## config.mk

```make
export PLATFORM = sky130hd
export DESIGN_NAME = burst_sram
export DESIGN_NICKNAME = d
export VERILOG_FILES = /design/src/rtl/bsr_pkg.sv /design/src/rtl/bsr_ctrl.sv /design/src/rtl/bsr_array.sv /design/src/rtl/bsr_outpipe.sv /design/src/rtl/burst_sram.sv
export SDC_FILE = /design/constraint.sdc
export NUM_CORES = 1
export LEC_CHECK = 0
export BUFFER_PORTS_ARGS = -buffer_cell sky130_fd_sc_hd__buf_2
export CAP_MARGIN = 5
export CELL_PAD_IN_SITES_DETAIL_PLACEMENT = 1
export CELL_PAD_IN_SITES_GLOBAL_PLACEMENT = 1
export CORE_MARGIN = 4
export CORE_UTILIZATION = 49
export CTS_BUF_LIST = sky130_fd_sc_hd__clkbuf_8
export DETAILED_ROUTE_END_ITERATION = 10
export GPL_TIMING_DRIVEN = 1
export MAX_ROUTING_LAYER = met4
export PLACE_DENSITY = 0.82
export SLEW_MARGIN = 20
export SYNTH_ARGS = -nofsm -noshare
export SYNTH_HDL_FRONTEND = slang
export SYNTH_SLANG_ARGS = --single-unit
```

## constraint.sdc

```tcl
create_clock -name clk -period 5.4 [get_ports clk]
set_clock_uncertainty 0.05 [all_clocks]
set_input_delay 1.08 -clock clk [delete_from_list [all_inputs] [get_ports clk]]
set_output_delay 1.08 -clock clk [all_outputs]
set_load 0.05 [all_outputs]
```

## src/rtl/bsr_pkg.sv

```systemverilog
package bsr_pkg;
    localparam int LANE_W  = 8;
    localparam int LANES   = 2;
    localparam int DATA_W  = LANE_W * LANES;
    localparam int BURST_W = 2;

    typedef enum logic [1:0] {
        ACC_IDLE  = 2'd0,
        ACC_READ  = 2'd1,
        ACC_WRITE = 2'd2
    } acc_kind_e;

    typedef struct packed {
        acc_kind_e        kind;
        logic [LANES-1:0] lanes;
    } acc_t;

    // Low address bits of a burst step for either ordering.
    function automatic logic [BURST_W-1:0] burst_low(
        input logic [BURST_W-1:0] start,
        input logic [BURST_W-1:0] step,
        input logic               use_xor
    );
        return use_xor ? (start ^ step) : BURST_W'(start + step);
    endfunction

    // Lanes a cycle would write; zero means the cycle reads.
    function automatic logic [LANES-1:0] lane_select(
        input logic             all_n,
        input logic             gate_n,
        input logic [LANES-1:0] per_lane_n
    );
        if (!all_n)  return '1;
        if (!gate_n) return ~per_lane_n;
        return '0;
    endfunction
endpackage

```

## src/rtl/bsr_ctrl.sv

```systemverilog
module bsr_ctrl
    import bsr_pkg::*;
#(
    parameter int ADDR_W = 6
) (
    input  logic              clk,
    input  logic              rst,
    input  logic [ADDR_W-1:0] addr_in,
    input  logic              cpu_strobe_n,
    input  logic              ctl_strobe_n,
    input  logic              en_main_n,
    input  logic              en_hi,
    input  logic              en_lo_n,
    input  logic              adv_n,
    input  logic              wr_all_n,
    input  logic              wr_gate_n,
    input  logic [LANES-1:0]  lane_wr_n,
    input  logic              xor_order,
    input  logic              sleep,
    output acc_t              acc,
    output logic [ADDR_W-1:0] acc_addr
);
    logic               sel_q, sel_nx;
    logic [ADDR_W-1:0]  base_q, base_nx;
    logic [BURST_W-1:0] cnt_q, cnt_nx;
    logic               cpu_go, ctl_go, chips_on;
    logic [LANES-1:0]   lane_req;

    always_comb begin
        cpu_go   = !cpu_strobe_n && !en_main_n;
        ctl_go   = !ctl_strobe_n && !cpu_go;
        chips_on = !en_main_n && en_hi && !en_lo_n;
        lane_req = lane_select(wr_all_n, wr_gate_n, lane_wr_n);
        sel_nx    = sel_q;
        base_nx   = base_q;
        cnt_nx    = cnt_q;
        acc.kind  = ACC_IDLE;
        acc.lanes = '0;
        acc_addr  = base_q;
        if (sleep) begin
            sel_nx = 1'b0;
        end else if (cpu_go || ctl_go) begin
            if (chips_on) begin
                sel_nx   = 1'b1;
                base_nx  = addr_in;
                cnt_nx   = '0;
                acc_addr = addr_in;
                if (ctl_go && |lane_req) begin
                    acc.kind  = ACC_WRITE;
                    acc.lanes = lane_req;
                end else begin
                    acc.kind = ACC_READ;
                end
            end else begin
                sel_nx = 1'b0;
            end
        end else if (sel_q) begin
            if (!adv_n) cnt_nx = BURST_W'(cnt_q + 1'b1);
            acc_addr = {base_q[ADDR_W-1:BURST_W],
                        burst_low(base_q[BURST_W-1:0], cnt_nx, xor_order)};
            if (|lane_req) begin
                acc.kind  = ACC_WRITE;
                acc.lanes = lane_req;
            end else begin
                acc.kind = ACC_READ;
            end
        end
    end

    always_ff @(posedge clk) begin
        if (rst) begin
            sel_q  <= 1'b0;
            base_q <= '0;
            cnt_q  <= '0;
        end else begin
            sel_q  <= sel_nx;
            base_q <= base_nx;
            cnt_q  <= cnt_nx;
        end
    end
endmodule

```

## src/rtl/bsr_array.sv

```systemverilog
module bsr_array
    import bsr_pkg::*;
#(
    parameter int ADDR_W = 6
) (
    input  logic              clk,
    input  logic              rst,
    input  acc_t              acc,
    input  logic [ADDR_W-1:0] acc_addr,
    input  logic [DATA_W-1:0] wr_data,
    output logic [DATA_W-1:0] s1_word,
    output logic              s1_hit
);
    localparam int DEPTH = 1 << ADDR_W;

    for (genvar g = 0; g < LANES; g++) begin : g_lane
        logic [LANE_W-1:0] bank [DEPTH];
        logic [LANE_W-1:0] lane_q;

        always_ff @(posedge clk) begin
            if (acc.kind == ACC_WRITE && acc.lanes[g])
                bank[acc_addr] <= wr_data[g*LANE_W +: LANE_W];
            if (acc.kind == ACC_READ)
                lane_q <= bank[acc_addr];
        end

        assign s1_word[g*LANE_W +: LANE_W] = lane_q;
    end

    always_ff @(posedge clk) begin
        if (rst) s1_hit <= 1'b0;
        else     s1_hit <= (acc.kind == ACC_READ);
    end
endmodule

```

## src/rtl/bsr_outpipe.sv

```systemverilog
module bsr_outpipe
    import bsr_pkg::*;
(
    input  logic              clk,
    input  logic              rst,
    input  logic              sleep,
    input  logic              pipe_mode,
    input  logic              oe_n,
    input  logic [DATA_W-1:0] s1_word,
    input  logic              s1_hit,
    output logic              out_valid,
    output logic [DATA_W-1:0] rd_data,
    output logic              rd_drive
);
    logic [DATA_W-1:0] s2_word;
    logic              s2_hit;
    logic [DATA_W-1:0] word_sel;

    always_ff @(posedge clk) begin
        if (rst || sleep) s2_hit <= 1'b0;
        else              s2_hit <= s1_hit;
        s2_word <= s1_word;
    end

    always_comb begin
        out_valid = pipe_mode ? s2_hit  : s1_hit;
        word_sel  = pipe_mode ? s2_word : s1_word;
        rd_drive  = out_valid && !oe_n;
        rd_data   = rd_drive ? word_sel : '0;
    end
endmodule

```

## src/rtl/burst_sram.sv

```systemverilog
module burst_sram
    import bsr_pkg::*;
#(
    parameter int ADDR_W = 6
) (
    input  logic              clk,
    input  logic              rst,
    input  logic [ADDR_W-1:0] addr_in,
    input  logic              cpu_strobe_n,
    input  logic              ctl_strobe_n,
    input  logic              en_main_n,
    input  logic              en_hi,
    input  logic              en_lo_n,
    input  logic              adv_n,
    input  logic              wr_all_n,
    input  logic              wr_gate_n,
    input  logic [1:0]        lane_wr_n,
    input  logic [15:0]       wr_data,
    input  logic              oe_n,
    input  logic              pipe_mode,
    input  logic              xor_order,
    input  logic              sleep,
    output logic [15:0]       rd_data,
    output logic              rd_drive
);
    acc_t              acc;
    logic [ADDR_W-1:0] acc_addr;
    logic [DATA_W-1:0] s1_word;
    logic              s1_hit;
    logic              out_valid;

    bsr_ctrl #(.ADDR_W(ADDR_W)) u_ctrl (
        .clk(clk), .rst(rst), .addr_in(addr_in),
        .cpu_strobe_n(cpu_strobe_n), .ctl_strobe_n(ctl_strobe_n),
        .en_main_n(en_main_n), .en_hi(en_hi), .en_lo_n(en_lo_n),
        .adv_n(adv_n), .wr_all_n(wr_all_n), .wr_gate_n(wr_gate_n),
        .lane_wr_n(lane_wr_n), .xor_order(xor_order), .sleep(sleep),
        .acc(acc), .acc_addr(acc_addr)
    );

    bsr_array #(.ADDR_W(ADDR_W)) u_array (
        .clk(clk), .rst(rst), .acc(acc), .acc_addr(acc_addr),
        .wr_data(wr_data), .s1_word(s1_word), .s1_hit(s1_hit)
    );

    bsr_outpipe u_out (
        .clk(clk), .rst(rst), .sleep(sleep), .pipe_mode(pipe_mode),
        .oe_n(oe_n), .s1_word(s1_word), .s1_hit(s1_hit),
        .out_valid(out_valid), .rd_data(rd_data), .rd_drive(rd_drive)
    );
endmodule

```

==> results.toml, run 1 <==
[layout]
drive_gt1_share_pct = 11.7
final_cells = 4613
final_cell_mix = "edfxtp_1, nand2_1, nand3_1"
multi_input_area_um2 = 9690
seq_area_um2 = 31800
final_common_cell = "edfxtp_1"
layout.nets = 3370
fin_util_pct = 55.4
areaGrowthSynthToFinish_pct = 11.7
n_fill_cell = 8370

[placed_design]
gp_congestion = 0.914
place_inst = 4307
port_buffers = 54
post-dp-hpwl_um = 85900

[floorplanning]
start_util_pct = 49.6
dieWidth_um = 302
core_area_um2 = 85500
row_count = 107
die_height_um = 302
die_area_um2 = 91400
num_io_pins = 55

[synth]
ys_seq_elements = 1067
synthSimpleGateAreaFrac_pct = 14.9
yosys.area.top_type_share_pct = 73.6
synth-async-reset-ratio_pct = 0
synth_top_family_by_area = "simple AND/OR/NAND/NOR gates"
synth_cells = 3194
syn-cell-area_um2 = 42400
ys_top_cells_by_area = "edfxtp_1, nand2_1, nand3_1, nor2_1, and3_1"
synth_fp_nets = 3233
synth-xor-area-share_pct = 0.0737
synth_edf_count = 1040
yosysSeqAreaShare_pct = 74.9
synth_fa_ha_area_share_pct = 0.0295
synth_compound_area_share_pct = 6.88
synth_ff_type = "edfxtp_1"
ys_warn_count = 0
yosysTopAreaCell = "edfxtp_1"
syn_area_per_cell_um2 = 13.3
synth_cell_type_count = 61
synthMuxAreaShare_pct = 0.855

[power]
ir_worst_vdd_v = 0.000181
leakage_nw = 16.4
power_per_cell_area_nw_per_um2 = 341
finalPower_w = 0.0161

[clock_network]
cts_resized = 0
cts_htree_levels = 4
postCtsHoldBufs = 0
cts_made_buffers = 166
clock_sinks = 1067
root_buffer = "clkbuf_8"
cts_setup_buffers = 0
cts_tree = "yes"
cts_buffer_depth = 3
clk_pin_slew_ps = 60
worstSkewPairLatency_ps = 840

[sta]
hold_viol_final = 0
min_period_over_period_pct = 91.4
worstMarginPinSlew_ps = 1160
setup_viol = 0
rsz0062_at_grt = "false"
fin_crit_ps = 4940
slew_headroom_pct = 22.3
clock.fmax_mhz = 203
drv_slew = 0

[route]
wl_met2_um = 67200
wl_met3_um = 15900
top_layer_used = "met4"
wire_per_inst_um = 30.4
vias = 30000
drt-initial-drc-count = 4238
routed_wl_um = 140000
ant_nets = 0
drcViolationCount = 0
first_pass_iters = 10
viasPerCell = 6.50
drt-met1-wl_um = 50300

[run]
max_cap_viol_count = 0

[run_status]
status = "finished clean"

[global_routing]
grt_antenna_before_repair = 13
overflow = 0
grt_max_degree = 102
grt_usage_pct = 31.4
grt_pass1_wl_um = 205000
grt_pass1_vias = 31000

[min_path]
holdPathStages = 0
hp-class = "reg2reg"
hp-start = "u_array.g_lane[0].lane_q[3]"
hold_end = "u_out.s2_word[3]"

[setup_path]
regToRegSetupSlack_ps = 760
r2r_cells = 12
endpoint_kind = "flip-flop"
timing.rr.end = "u_array.g_lane[0].lane_q[1]"
path_class = "in2reg"
timing.rr.start = "u_ctrl.cnt_q[0]"
start_kind = "input port"
cp_data_required_time_ps = 5920
cp_max_fo = 8
crit_arrival_ps = 5450
## cell usage after synthesis, drive strengths merged, types with 4 or more instances
cell type and n:
nand3 277, a221oi 17, mux2i 34, buf 120
edfxtp 1040, a22oi 18, nand4 32, or2 5
o21ai 17, nand2 834, a31oi 62, a211oi 73
a32oi 46, nor2b 6, a311oi 65, a21oi 81
and3 100, and4 4, or3 7, dfxtp 27
clkbuf 98, nor2 177, a2111oi 4, nor4 7
and2 4
## area by class of cell
cell class                      instances  share of cell area, %
Sequential cell                      1067                   67.0
Multi-Input combinational cell       1906                   20.5
Clock buffer                          168                   4.88
Tap cell                             1144                   3.02
Inverter                                3                 0.0238
Clock inverter                        128                   1.44
Antenna cell                           10                 0.0528
Timing Repair Buffer                  187                   3.08
## per-stage QoR
step	TNS [ps]	worst slack [ps]	cell area [um2]	hold WS, ps
final	0	464	47400	397
after global routing	0	474	47400	393
after CTS	0	744	47400	384
after detailed placement	-86.4	-86.4	44400	376
after global placement	0	215	44400	370
after floorplan	0	945	42400	297
## worst max path at each step
stage	startpoint	endpoint	slack, ps	depth (start not counted)
2_1_floorplan	en_main_n	u_array.g_lane[0].bank[50][0]	940	10
3_3_place_gp	en_main_n	u_array.g_lane[0].lane_q[1]	220	10
3_5_place_dp	en_main_n	u_array.g_lane[0].lane_q[1]	-90	10
4_1_cts	en_main_n	u_array.g_lane[0].lane_q[1]	740	10
5_1_grt	en_main_n	u_array.g_lane[0].lane_q[1]	470	10
6_report	en_main_n	u_array.g_lane[0].lane_q[1]	460	10
## routing by layer
layer  GRT usage [%]  up-vias
met4            14.4        0
met3            7.23      496
li1                -    12200
met5               -        -
met2            49.7     2253
met1            39.0    15000
## registers in the layout, indices dropped and copies added, names as in the netlist
register / cells
u_array.g_lane.bank: 1024
u_array.g_lane.lane_q: 16
u_array.s1_hit: 1
u_ctrl.base_q: 6
u_ctrl.cnt_q: 2
u_ctrl.sel_q: 1
u_out.s2_hit: 1
u_out.s2_word: 16
## power breakdown
group | internal [W] | leakage [nW] | switching (W)
registers | 0.00909 | 9.57 | 0.00000708
logic | 0.000166 | 5.08 | 0.000532
clock network | 0.00311 | 1.72 | 0.00325
## worst max-delay path, stage by stage
cell and delay (ps):
buf_2 120, or3b_1 510, a211oi_4 510, mux2i_1 820, nor2_1 280, nand2_1 380, a311oi_1 110, nor4_1 810
nand4_1 340, or3_1 490
## cells by family after synthesis
family,Yosys count
muxes,36
and+or+nand+nor,1464
xor gates and xnor gates,2
adders and majority gates,1
buffers and inverters,221
DFF,1067
AOI/OAI and AO/OA,403
(Power assumes the default switching activity.)
==> inputs of run 2 (changes only) <==
==> constraint.sdc (replaced) <==
create_clock -name clk -period 5.4 [get_ports clk]
set_clock_uncertainty 0.05 [all_clocks]
set_input_delay 0.27 -clock clk [delete_from_list [all_inputs] [get_ports clk]]
set_output_delay 0.27 -clock clk [all_outputs]
set_load 0.05 [all_outputs]
==> run 2 against run 1 <==
Net effect: first-iteration DRC count is 1.2% lower; global-route usage down 0.69 points; sequential cell count unchanged; combinational power down 1%; critical path type is now reg2reg.
==> results.toml, run 2 (same netlist as run 1, synthesis figures left out) <==
[clock_network]
cts_htree_levels = 4
cts_made_buffers = 163
cts_setup_buffers = 0
cts_tree = "yes"
worstSkewPairLatency_ps = 860
clk_pin_slew_ps = 60
root_buffer = "clkbuf_8"
cts_buffer_depth = 3
clock_sinks = 1067

[route]
routed_wl_um = 137000
ant_nets = 0
wl_met2_um = 64400
top_layer_used = "met4"
viasPerCell = 6.39
drt-met1-wl_um = 50100
first_pass_iters = 7
drt-initial-drc-count = 4189
vias = 29300
drcViolationCount = 0
wl_met3_um = 15700
wire_per_inst_um = 29.9

[global_routing]
grt_antenna_before_repair = 17
grt_pass1_wl_um = 199000
grt_pass1_vias = 30400
overflow = 0
grt_max_degree = 123
grt_usage_pct = 30.7

[sta]
fin_crit_ps = 5050
worstMarginPinSlew_ps = 1330
rsz0062_at_grt = "false"
drv_slew = 0
fin_tns_setup_ps = 0
slew_headroom_pct = 11.3
min_period_over_period_pct = 93.6
setup_viol = 0
hold_viol_final = 0
clock.fmax_mhz = 198

[layout]
layout.nets = 3341
largestRegisters = "u_array.g_lane.bank x1024, u_array.g_lane.lane_q x16, u_out.s2_word x16"
n_fill_cell = 8417
final_common_cell = "edfxtp_1"
largest_register_ffs = 1024
largest-register = "u_array.g_lane.bank"
areaGrowthSynthToFinish_pct = 10.7
fin_util_pct = 54.9
final_cell_mix = "edfxtp_1, nand2_1, nand3_1"
stdcell_area_um2 = 47000
drive_gt1_share_pct = 10.3

[floorplanning]
num_io_pins = 55
core_area_um2 = 85500
row_count = 107
die_height_um = 302
dieWidth_um = 302
start_util_pct = 49.6
die_area_um2 = 91400

[run_status]
status = "finished clean"

[setup_path]
path_class = "reg2reg"
crit_arrival_ps = 5500
cp_data_required_time_ps = 5850
endpoint_kind = "flip-flop"
start_kind = "flip-flop"
cp_max_fo = 102

[placed_design]
gp_congestion = 0.914
dpl_cell_area_um2 = 44000
port_buffers = 54
post-dp-hpwl_um = 84900

[run]
max_cap_viol_count = 0

[power]
power_per_cell_area_nw_per_um2 = 336
ir_worst_vdd_v = 0.000180
leakage_nw = 16.1

[min_path]
hp-class = "in2reg"
==> run 2: area by class of cell <==
type | instances | area (um2) | area share [%]
Antenna cell | 13 | 32.5 | 0.0692
Clock buffer | 166 | 2280 | 4.86
Clock inverter | 120 | 514 | 1.09
Inverter | 3 | 11.3 | 0.0240
Multi-Input combinational cell | 1906 | 9710 | 20.7
Sequential cell | 1067 | 31800 | 67.6
Tap cell | 1144 | 1430 | 3.05
Timing Repair Buffer | 161 | 1240 | 2.65
==> run 2: what timing repair did <==
| item | CTS | global route |
|---|---|---|
| hold endpoints to repair | 11 | 0 |
| hold buffers | 18 | 0 |
| gates resized for setup | 0 | 0 |
| setup endpoints to repair | 0 | 0 |
==> run 2: worst paths after layout <==
path | startpoint | endpoint | slack [ps] | cells after the start
min | wr_data[7] | u_array.g_lane[0].bank[12][7] | 50 | 2
max | u_ctrl.cnt_q[0] | u_array.g_lane[1].lane_q[1] | 350 | 12
max reg2reg | u_ctrl.cnt_q[0] | u_array.g_lane[1].lane_q[1] | 350 | 12
min reg2reg | u_array.g_lane[1].lane_q[1] | u_out.s2_word[9] | 340 | 0
==> run 2: through the flow <==
step | hold WS [ps] | setup slack (ps) | std cells | total power, W
3_3_place_gp | 341 | 75.4 | 4263 | 0.00989
5_1_grt | 45.9 | 422 | 4580 | 0.0162
2_1_floorplan | 292 | 1750 | 3194 | 0.00958
6_report | 47.1 | 348 | 4580 | 0.0158
3_5_place_dp | 332 | 372 | 4263 | 0.00994
4_1_cts | 0.712 | 650 | 4567 | 0.0158
==> run 2: layer usage <==
metal / track usage (%) / up-vias
met5: - / -
met4: 13.9 / 0
met3: 8.56 / 447
met2: 47.3 / 1910
met1: 38.3 / 14700
li1: - / 12200
==> run 2: critical path, cell delays in order, from the launching register on <==
cell and delay (ps):
dfxtp_1 400, xnor2_1 160, ha_1 170, nor2b_1 150
xnor3_1 260, a311o_4 590, nand2_8 420, buf_12 360
nand2_1 160, and3_1 170, a31oi_1 60, a2111oi_1 1220
nand4_1 390
==> run 2: report_power, final <==
group / switching, W / leakage, nW / internal, W
registers: 0.00000765 / 9.57 / 0.00909
clock network: 0.00314 / 1.65 / 0.00285
logic: 0.000524 / 4.92 / 0.000165
